## src/rtl/tws_pkg.sv

```systemverilog
// Shared types for the two-wire display slave.
package tws_pkg;
    typedef enum logic [2:0] {
        ST_IDLE,
        ST_ADDR,
        ST_AACK,
        ST_WDATA,
        ST_WACK,
        ST_SKIP,
        ST_RDATA,
        ST_RACK
    } tws_state_e;
endpackage

```

## src/rtl/tws_events.sv

```systemverilog
// Bus event detector: finds clock edges and start/stop conditions.
// Assumes scl_i/sda_i are already synchronised to clk; idle level is high.
module tws_events (
    input  logic clk,
    input  logic rst_n,
    input  logic scl_i,
    input  logic sda_i,
    output logic scl_rise_o,
    output logic scl_fall_o,
    output logic start_o,
    output logic stop_o
);
    logic scl_q, sda_q;

    // Hold the previous line levels for edge detection.
    always_ff @(posedge clk) begin
        if (!rst_n) begin
            scl_q <= 1'b1;
            sda_q <= 1'b1;
        end else begin
            scl_q <= scl_i;
            sda_q <= sda_i;
        end
    end

    assign scl_rise_o = scl_i & ~scl_q;
    assign scl_fall_o = ~scl_i & scl_q;
    assign start_o    = scl_i & scl_q & sda_q & ~sda_i;
    assign stop_o     = scl_i & scl_q & ~sda_q & sda_i;
endmodule

```

## src/rtl/tws_engine.sv

```systemverilog
// Protocol engine: address match, acknowledge, write shifting, readback
// rotation and the post-block skipped edge. The pull-down output only
// updates on a falling clock event, so it changes only while clock is low.
module tws_engine
    import tws_pkg::*;
#(
    parameter int ADDR_W    = 7,
    parameter int WORD_BITS = 128
) (
    input  logic                 clk,
    input  logic                 rst_n,
    input  logic                 sda_i,
    input  logic                 scl_rise_i,
    input  logic                 scl_fall_i,
    input  logic                 start_i,
    input  logic                 stop_i,
    input  logic [ADDR_W-1:0]    dev_addr_i,
    output logic                 pd_o,
    output logic                 blk_done_o,
    output logic [WORD_BITS-1:0] shreg_o
);
    localparam int BYTE_W = ADDR_W + 1;
    localparam int CNT_W  = $clog2(BYTE_W + 1);
    localparam int TOT_W  = $clog2(WORD_BITS);
    localparam logic [CNT_W-1:0] BYTE_END = CNT_W'(BYTE_W);
    localparam logic [TOT_W-1:0] TOT_END  = TOT_W'(WORD_BITS - 1);

    tws_state_e           state;
    logic [CNT_W-1:0]     bitcnt;
    logic [TOT_W-1:0]     totcnt;
    logic [BYTE_W-1:0]    addr_sh;
    logic [WORD_BITS-1:0] shreg;
    logic                 rd_mode;
    logic                 blk_pend;

    // Main sequencer: stop and start override every state.
    always_ff @(posedge clk) begin
        if (!rst_n) begin
            state      <= ST_IDLE;
            bitcnt     <= '0;
            totcnt     <= '0;
            addr_sh    <= '0;
            shreg      <= '0;
            rd_mode    <= 1'b0;
            blk_pend   <= 1'b0;
            blk_done_o <= 1'b0;
            pd_o       <= 1'b0;
        end else begin
            blk_done_o <= 1'b0;
            if (stop_i) begin
                state <= ST_IDLE;
                pd_o  <= 1'b0;
            end else if (start_i) begin
                state  <= ST_ADDR;
                bitcnt <= '0;
                pd_o   <= 1'b0;
            end else begin
                case (state)
                    ST_ADDR: begin
                        if (scl_rise_i) begin
                            addr_sh <= {addr_sh[BYTE_W-2:0], sda_i};
                            bitcnt  <= bitcnt + 1'b1;
                        end else if (scl_fall_i && bitcnt == BYTE_END) begin
                            if (addr_sh[BYTE_W-1:1] == dev_addr_i) begin
                                state   <= ST_AACK;
                                pd_o    <= 1'b1;
                                rd_mode <= addr_sh[0];
                            end else begin
                                state <= ST_IDLE;
                            end
                        end
                    end
                    ST_AACK: begin
                        if (scl_fall_i) begin
                            bitcnt <= '0;
                            if (rd_mode) begin
                                state <= ST_RDATA;
                                pd_o  <= ~shreg[WORD_BITS-1];
                            end else begin
                                state <= ST_WDATA;
                                pd_o  <= 1'b0;
                            end
                        end
                    end
                    ST_WDATA: begin
                        if (scl_rise_i) begin
                            shreg  <= {shreg[WORD_BITS-2:0], sda_i};
                            bitcnt <= bitcnt + 1'b1;
                            if (totcnt == TOT_END) begin
                                totcnt     <= '0;
                                blk_done_o <= 1'b1;
                                blk_pend   <= 1'b1;
                            end else begin
                                totcnt <= totcnt + 1'b1;
                            end
                        end else if (scl_fall_i && bitcnt == BYTE_END) begin
                            state <= ST_WACK;
                            pd_o  <= 1'b1;
                        end
                    end
                    ST_WACK: begin
                        if (scl_fall_i) begin
                            pd_o   <= 1'b0;
                            bitcnt <= '0;
                            if (blk_pend) begin
                                state    <= ST_SKIP;
                                blk_pend <= 1'b0;
                            end else begin
                                state <= ST_WDATA;
                            end
                        end
                    end
                    ST_SKIP: begin
                        if (scl_fall_i) state <= ST_WDATA;
                    end
                    ST_RDATA: begin
                        if (scl_rise_i) begin
                            shreg  <= {shreg[WORD_BITS-2:0], shreg[WORD_BITS-1]};
                            bitcnt <= bitcnt + 1'b1;
                        end else if (scl_fall_i) begin
                            if (bitcnt == BYTE_END) begin
                                state <= ST_RACK;
                                pd_o  <= 1'b0;
                            end else begin
                                pd_o <= ~shreg[WORD_BITS-1];
                            end
                        end
                    end
                    ST_RACK: begin
                        if (scl_rise_i && sda_i) begin
                            state <= ST_IDLE;
                        end else if (scl_fall_i) begin
                            state  <= ST_RDATA;
                            bitcnt <= '0;
                            pd_o   <= ~shreg[WORD_BITS-1];
                        end
                    end
                    default: ;
                endcase
            end
        end
    end

    assign shreg_o = shreg;
endmodule

```

## src/rtl/tws_latch.sv

```systemverilog
// Display latch: loads on a completed block when enable is high, or on an
// enable rising edge seen while the bus clock is high.
module tws_latch #(
    parameter int WORD_BITS = 128
) (
    input  logic                 clk,
    input  logic                 rst_n,
    input  logic                 en_i,
    input  logic                 scl_i,
    input  logic                 blk_done_i,
    input  logic [WORD_BITS-1:0] shreg_i,
    output logic [WORD_BITS-1:0] disp_o
);
    logic en_q;

    // Track enable and load the display word on either trigger.
    always_ff @(posedge clk) begin
        if (!rst_n) begin
            en_q   <= 1'b1;
            disp_o <= '0;
        end else begin
            en_q <= en_i;
            if ((blk_done_i && en_i) || (en_i && !en_q && scl_i))
                disp_o <= shreg_i;
        end
    end
endmodule

```

## src/rtl/disp_2w_slave.sv

```systemverilog
// Top of the two-wire display slave: event detector, protocol engine and
// display latch. Bus inputs must be synchronised to clk beforehand.
module disp_2w_slave #(
    parameter int ADDR_W    = 7,
    parameter int WORD_BITS = 128
) (
    input  logic                 clk,
    input  logic                 rst_n,
    input  logic                 scl_i,
    input  logic                 sda_i,
    input  logic                 en_i,
    input  logic [ADDR_W-1:0]    dev_addr_i,
    output logic                 sda_pd_o,
    output logic [WORD_BITS-1:0] disp_o
);
    logic                 scl_rise, scl_fall, start_ev, stop_ev, blk_done;
    logic [WORD_BITS-1:0] shreg;

    tws_events u_events (
        .clk        (clk),
        .rst_n      (rst_n),
        .scl_i      (scl_i),
        .sda_i      (sda_i),
        .scl_rise_o (scl_rise),
        .scl_fall_o (scl_fall),
        .start_o    (start_ev),
        .stop_o     (stop_ev)
    );

    tws_engine #(.ADDR_W(ADDR_W), .WORD_BITS(WORD_BITS)) u_engine (
        .clk        (clk),
        .rst_n      (rst_n),
        .sda_i      (sda_i),
        .scl_rise_i (scl_rise),
        .scl_fall_i (scl_fall),
        .start_i    (start_ev),
        .stop_i     (stop_ev),
        .dev_addr_i (dev_addr_i),
        .pd_o       (sda_pd_o),
        .blk_done_o (blk_done),
        .shreg_o    (shreg)
    );

    tws_latch #(.WORD_BITS(WORD_BITS)) u_latch (
        .clk        (clk),
        .rst_n      (rst_n),
        .en_i       (en_i),
        .scl_i      (scl_i),
        .blk_done_i (blk_done),
        .shreg_i    (shreg),
        .disp_o     (disp_o)
    );
endmodule

```

## config.mk

```make
export PLATFORM = sky130hd
export DESIGN_NAME = disp_2w_slave
export DESIGN_NICKNAME = d
export VERILOG_FILES = /design/src/rtl/tws_pkg.sv /design/src/rtl/tws_events.sv /design/src/rtl/tws_engine.sv /design/src/rtl/tws_latch.sv /design/src/rtl/disp_2w_slave.sv
export SDC_FILE = /design/constraint.sdc
export NUM_CORES = 1
export LEC_CHECK = 0
export BUFFER_PORTS_ARGS = -buffer_cell sky130_fd_sc_hd__buf_2
export CAP_MARGIN = 20
export CORE_MARGIN = 5
export CORE_UTILIZATION = 61
export CTS_CLUSTER_DIAMETER = 50
export DETAILED_ROUTE_END_ITERATION = 16
export GPL_TIMING_DRIVEN = 0
export PLACE_DENSITY_LB_ADDON = 0.08
export SLEW_MARGIN = 20
export SYNTH_ARGS = -nofsm -noshare
export SYNTH_HDL_FRONTEND = slang
export SYNTH_SLANG_ARGS = --single-unit
```

## constraint.sdc

```tcl
create_clock -name clk -period 4.8 [get_ports clk]
set_input_delay 0.48 -clock clk [delete_from_list [all_inputs] [get_ports clk]]
set_output_delay 0.48 -clock clk [all_outputs]
set_load 0.02 [all_outputs]
```

==> results.py <==
metrics = {
    "run_status": {
        "status": "finished clean",
    },
    "worst_setup_path": {
        "path_class": "reg -> reg",
        "endpoint_kind": "register",
        "cpPeakStageDelay_ps": 390,
        "critPathRequiredTime_ps": 5220,
        "arrival_ps": 2160,
        "cpMaxStageDelayCell": "dfxtp_1",
        "worstSetupStartpointType": "register",
        "path_cells": "inv_1 -> ha_1 -> nand3b_1 -> mux2i_1 -> o221a_2 -> a221oi_2 -> nor2_1",
        "crit_path_max_fanout": 5,
    },
    "cells_and_area": {
        "drive_above_1_share_pct": 17.7,
        "syn_to_final_growth_pct": 19.6,
        "nets": 1484,
        "design_area_um2": 12500,
        "n_antenna_cell": 0,
    },
    "cts": {
        "hold_buffers": 0,
        "clkTransAtPathRegs_ps": 60,
        "cts_buffers": 31,
        "cts_setup_buffers": 0,
        "clk_path_buf_depth": 3,
        "cts_resized": 0,
        "cts_tree": "built",
        "numClockSinks": 285,
        "clk_latency_ps": 540,
        "htree_levels": 1,
        "cts_root_buffer": "clkbuf_16",
    },
    "grt": {
        "antenna_found_initial": 0,
        "grt_pass1_wl_um": 40000,
        "overflow": 0,
        "grt_max_degree": 15,
        "grt_usage_pct": 23.6,
        "grt_pass1_vias": 8370,
    },
    "floorplanning": {
        "die_w_um": 141,
        "die_h_um": 141,
        "start_util_pct": 62.6,
        "boundaryPins": 141,
        "dieArea_um2": 19800,
        "fp.coreArea_um2": 16600,
        "num_rows": 47,
    },
    "timing": {
        "fin_tns_setup_ps": 0,
        "timing.final.hold_violations": 0,
        "grt_setup_unrepaired": "no",
        "max_freq_mhz": 573,
        "skew_ps": 12.7,
        "setup_violations": 0,
        "slew_headroom_pct": 52.1,
        "fin_crit_ps": 1750,
        "post-route-period-util_pct": 36.4,
        "maxSlewViolCount": 0,
        "worst_slew_pin_slew_ps": 718,
    },
    "synth": {
        "synth_top_flop_cell": "dfxtp_1",
        "ys_warn_count": 0,
        "ys_types": 46,
        "synth-edff-count": 0,
        "seq_area_frac_synth_pct": 54.8,
        "syn_avg_cell_area_um2": 8.04,
        "synth.cell_area_um2": 10400,
        "postSynth.asyncResetShare_pct": 0,
        "synthCells": 1296,
        "synthesis.nets": 1311,
        "ys_seq_elements": 285,
    },
    "place": {
        "gp_congestion": 0.851,
        "io_buffers": 140,
        "placed_cell_area_um2": 11400,
        "dp_hpwl_um": 16100,
    },
    "min_path": {
        "hold_path.class": "in -> reg",
    },
    "route": {
        "drt-total-wl_um": 24000,
        "num_vias": 9067,
        "drc": 0,
        "avgRoutedWirePerCell_um": 14.0,
        "drt-initial-drc-count": 542,
        "viasPerCell": 5.30,
        "ant_nets": 0,
        "firstDrtPassIters": 8,
    },
    "pwr": {
        "ir_worst_vdd_v": 0.000340,
        "p_leak_nw": 4.66,
        "powerDensity_nw_per_um2": 393,
    },
    "job": {
        "max-cap-violations": 0,
    },
}
## power breakdown
group	leakage, nW	internal (W)	switching (W)
logic	1.85	0.0000227	0.0000789
registers	2.30	0.00237	0.00000184
clock network	0.515	0.00149	0.000937
total	4.66	0.00388	0.00102
## stage by stage
step	util [%]	setup slack [ps]	power (W)	hold WS, ps	cells
after detailed placement	68.4	2670	0.00252	444	1656
after global placement	68.4	2710	0.00252	439	1656
final	74.8	3050	0.00490	186	1712
after global routing	74.8	2950	0.00506	170	1712
after floorplan	-	3290	0.00249	445	1296
after CTS	74.8	3090	0.00493	173	1712
## critical path: cells and delay by family (launching register included)
family	cells	cell delay [ps]
mux	1	110
simple gates	2	260
fa+ha+maj	1	210
buf+inv	1	80
flops	1	390
compound gates	2	590
## cell usage after synthesis (2+ instances only)
cell / count / area [µm²]
nand4_1: 2 / 12.5
inv_1: 7 / 26.3
ha_1: 3 / 37.5
a21oi_1: 265 / 1330
xor2_1: 9 / 78.8
a21o_1: 2 / 15.0
o31ai_1: 2 / 15.0
buf_4: 3 / 22.5
o21ai_1: 2 / 10.0
nand3b_1: 4 / 30.0
nand3_1: 6 / 30.0
xnor2_1: 5 / 43.8
o22ai_1: 2 / 12.5
dfxtp_1: 285 / 5710
clkbuf_1: 31 / 116
buf_6: 16 / 180
buf_2: 43 / 215
o211ai_1: 2 / 15.0
nor2_1: 28 / 105
mux2i_1: 12 / 120
nor3_1: 4 / 20.0
nand2b_1: 5 / 31.3
nand2_1: 522 / 1960
and3_1: 2 / 12.5
o21ai_0: 9 / 45.0
a31oi_1: 4 / 25.0
nor3b_1: 2 / 15.0
## cell families after synthesis
kind of cell	synth area share, %
xor+xnor	1.18
fa+ha+maj	0.360
flops	54.8
simple gates	22.1
compound gates	15.0
mux	1.15
buf+inv	5.42
## routing by layer
layer / vias up / wire length, µm / GRT usage, %
met5: - / 0 / 0
met4: 0 / 562 / 7.04
met3: 54 / 1360 / 4.20
met2: 248 / 11200 / 39.1
met1: 4194 / 10900 / 31.7
li1: 4571 / - / -
## area by class of cell
cell class                      instances  area, µm²
Sequential cell                       285       5710
Fill cell                            1267       4190
Multi-Input combinational cell        910       4140
Clock buffer                           41        873
Timing Repair Buffer                  140        701
Buffer                                 93        534
Tap cell                              220        275
Clock inverter                         15        193
Inverter                                8       30.0
## registers in the layout (all words and copies together) (netlist names)
register             count
u_latch.en_q             1
u_events.sda_q           1
u_engine.state           3
u_engine.blk_pend        1
u_engine.addr_sh         8
u_events.scl_q           1
u_engine.bitcnt          4
u_engine.rd_mode         1
u_latch.disp_o         128
u_engine.pd_o            1
u_engine.totcnt          7
u_engine.blk_done_o      1
u_engine.shreg_o       128
## final timing paths
kind / cells after the start / start / end / slack [ps]
setup / recovery: 7 / u_engine.bitcnt[0] / u_engine.state[0] / 3050
hold / removal: 2 / rst_n / u_latch.en_q / 190
setup reg to reg: 7 / u_engine.bitcnt[0] / u_engine.state[0] / 3050
hold reg to reg: 2 / u_latch.disp_o[71] / u_latch.disp_o[71] / 450
## placed cells by master (no fill, tap or decap), types with 2 or more instances in the layout
master / instances
a31oi_1: 4
clkbuf_1: 35
o22ai_1: 2
o31ai_1: 2
buf_4: 3
inv_1: 7
nand2_1: 522
a21oi_1: 265
nand3b_1: 4
nor3_1: 4
clkinv_2: 5
mux2i_1: 12
bufinv_16: 4
buf_6: 16
buf_2: 183
and3_1: 2
nor3b_1: 2
nand4_1: 2
o211ai_1: 2
nand3_1: 6
xor2_1: 9
o21ai_1: 2
clkbuf_16: 31
clkinv_4: 2
a21o_1: 2
nor2_1: 28
clkbuf_8: 6
xnor2_1: 5
nand2b_1: 5
clkinvlp_4: 4
ha_1: 3
dfxtp_1: 285
o21ai_0: 9
No activity file was read; power rests on OpenSTA's default activity.
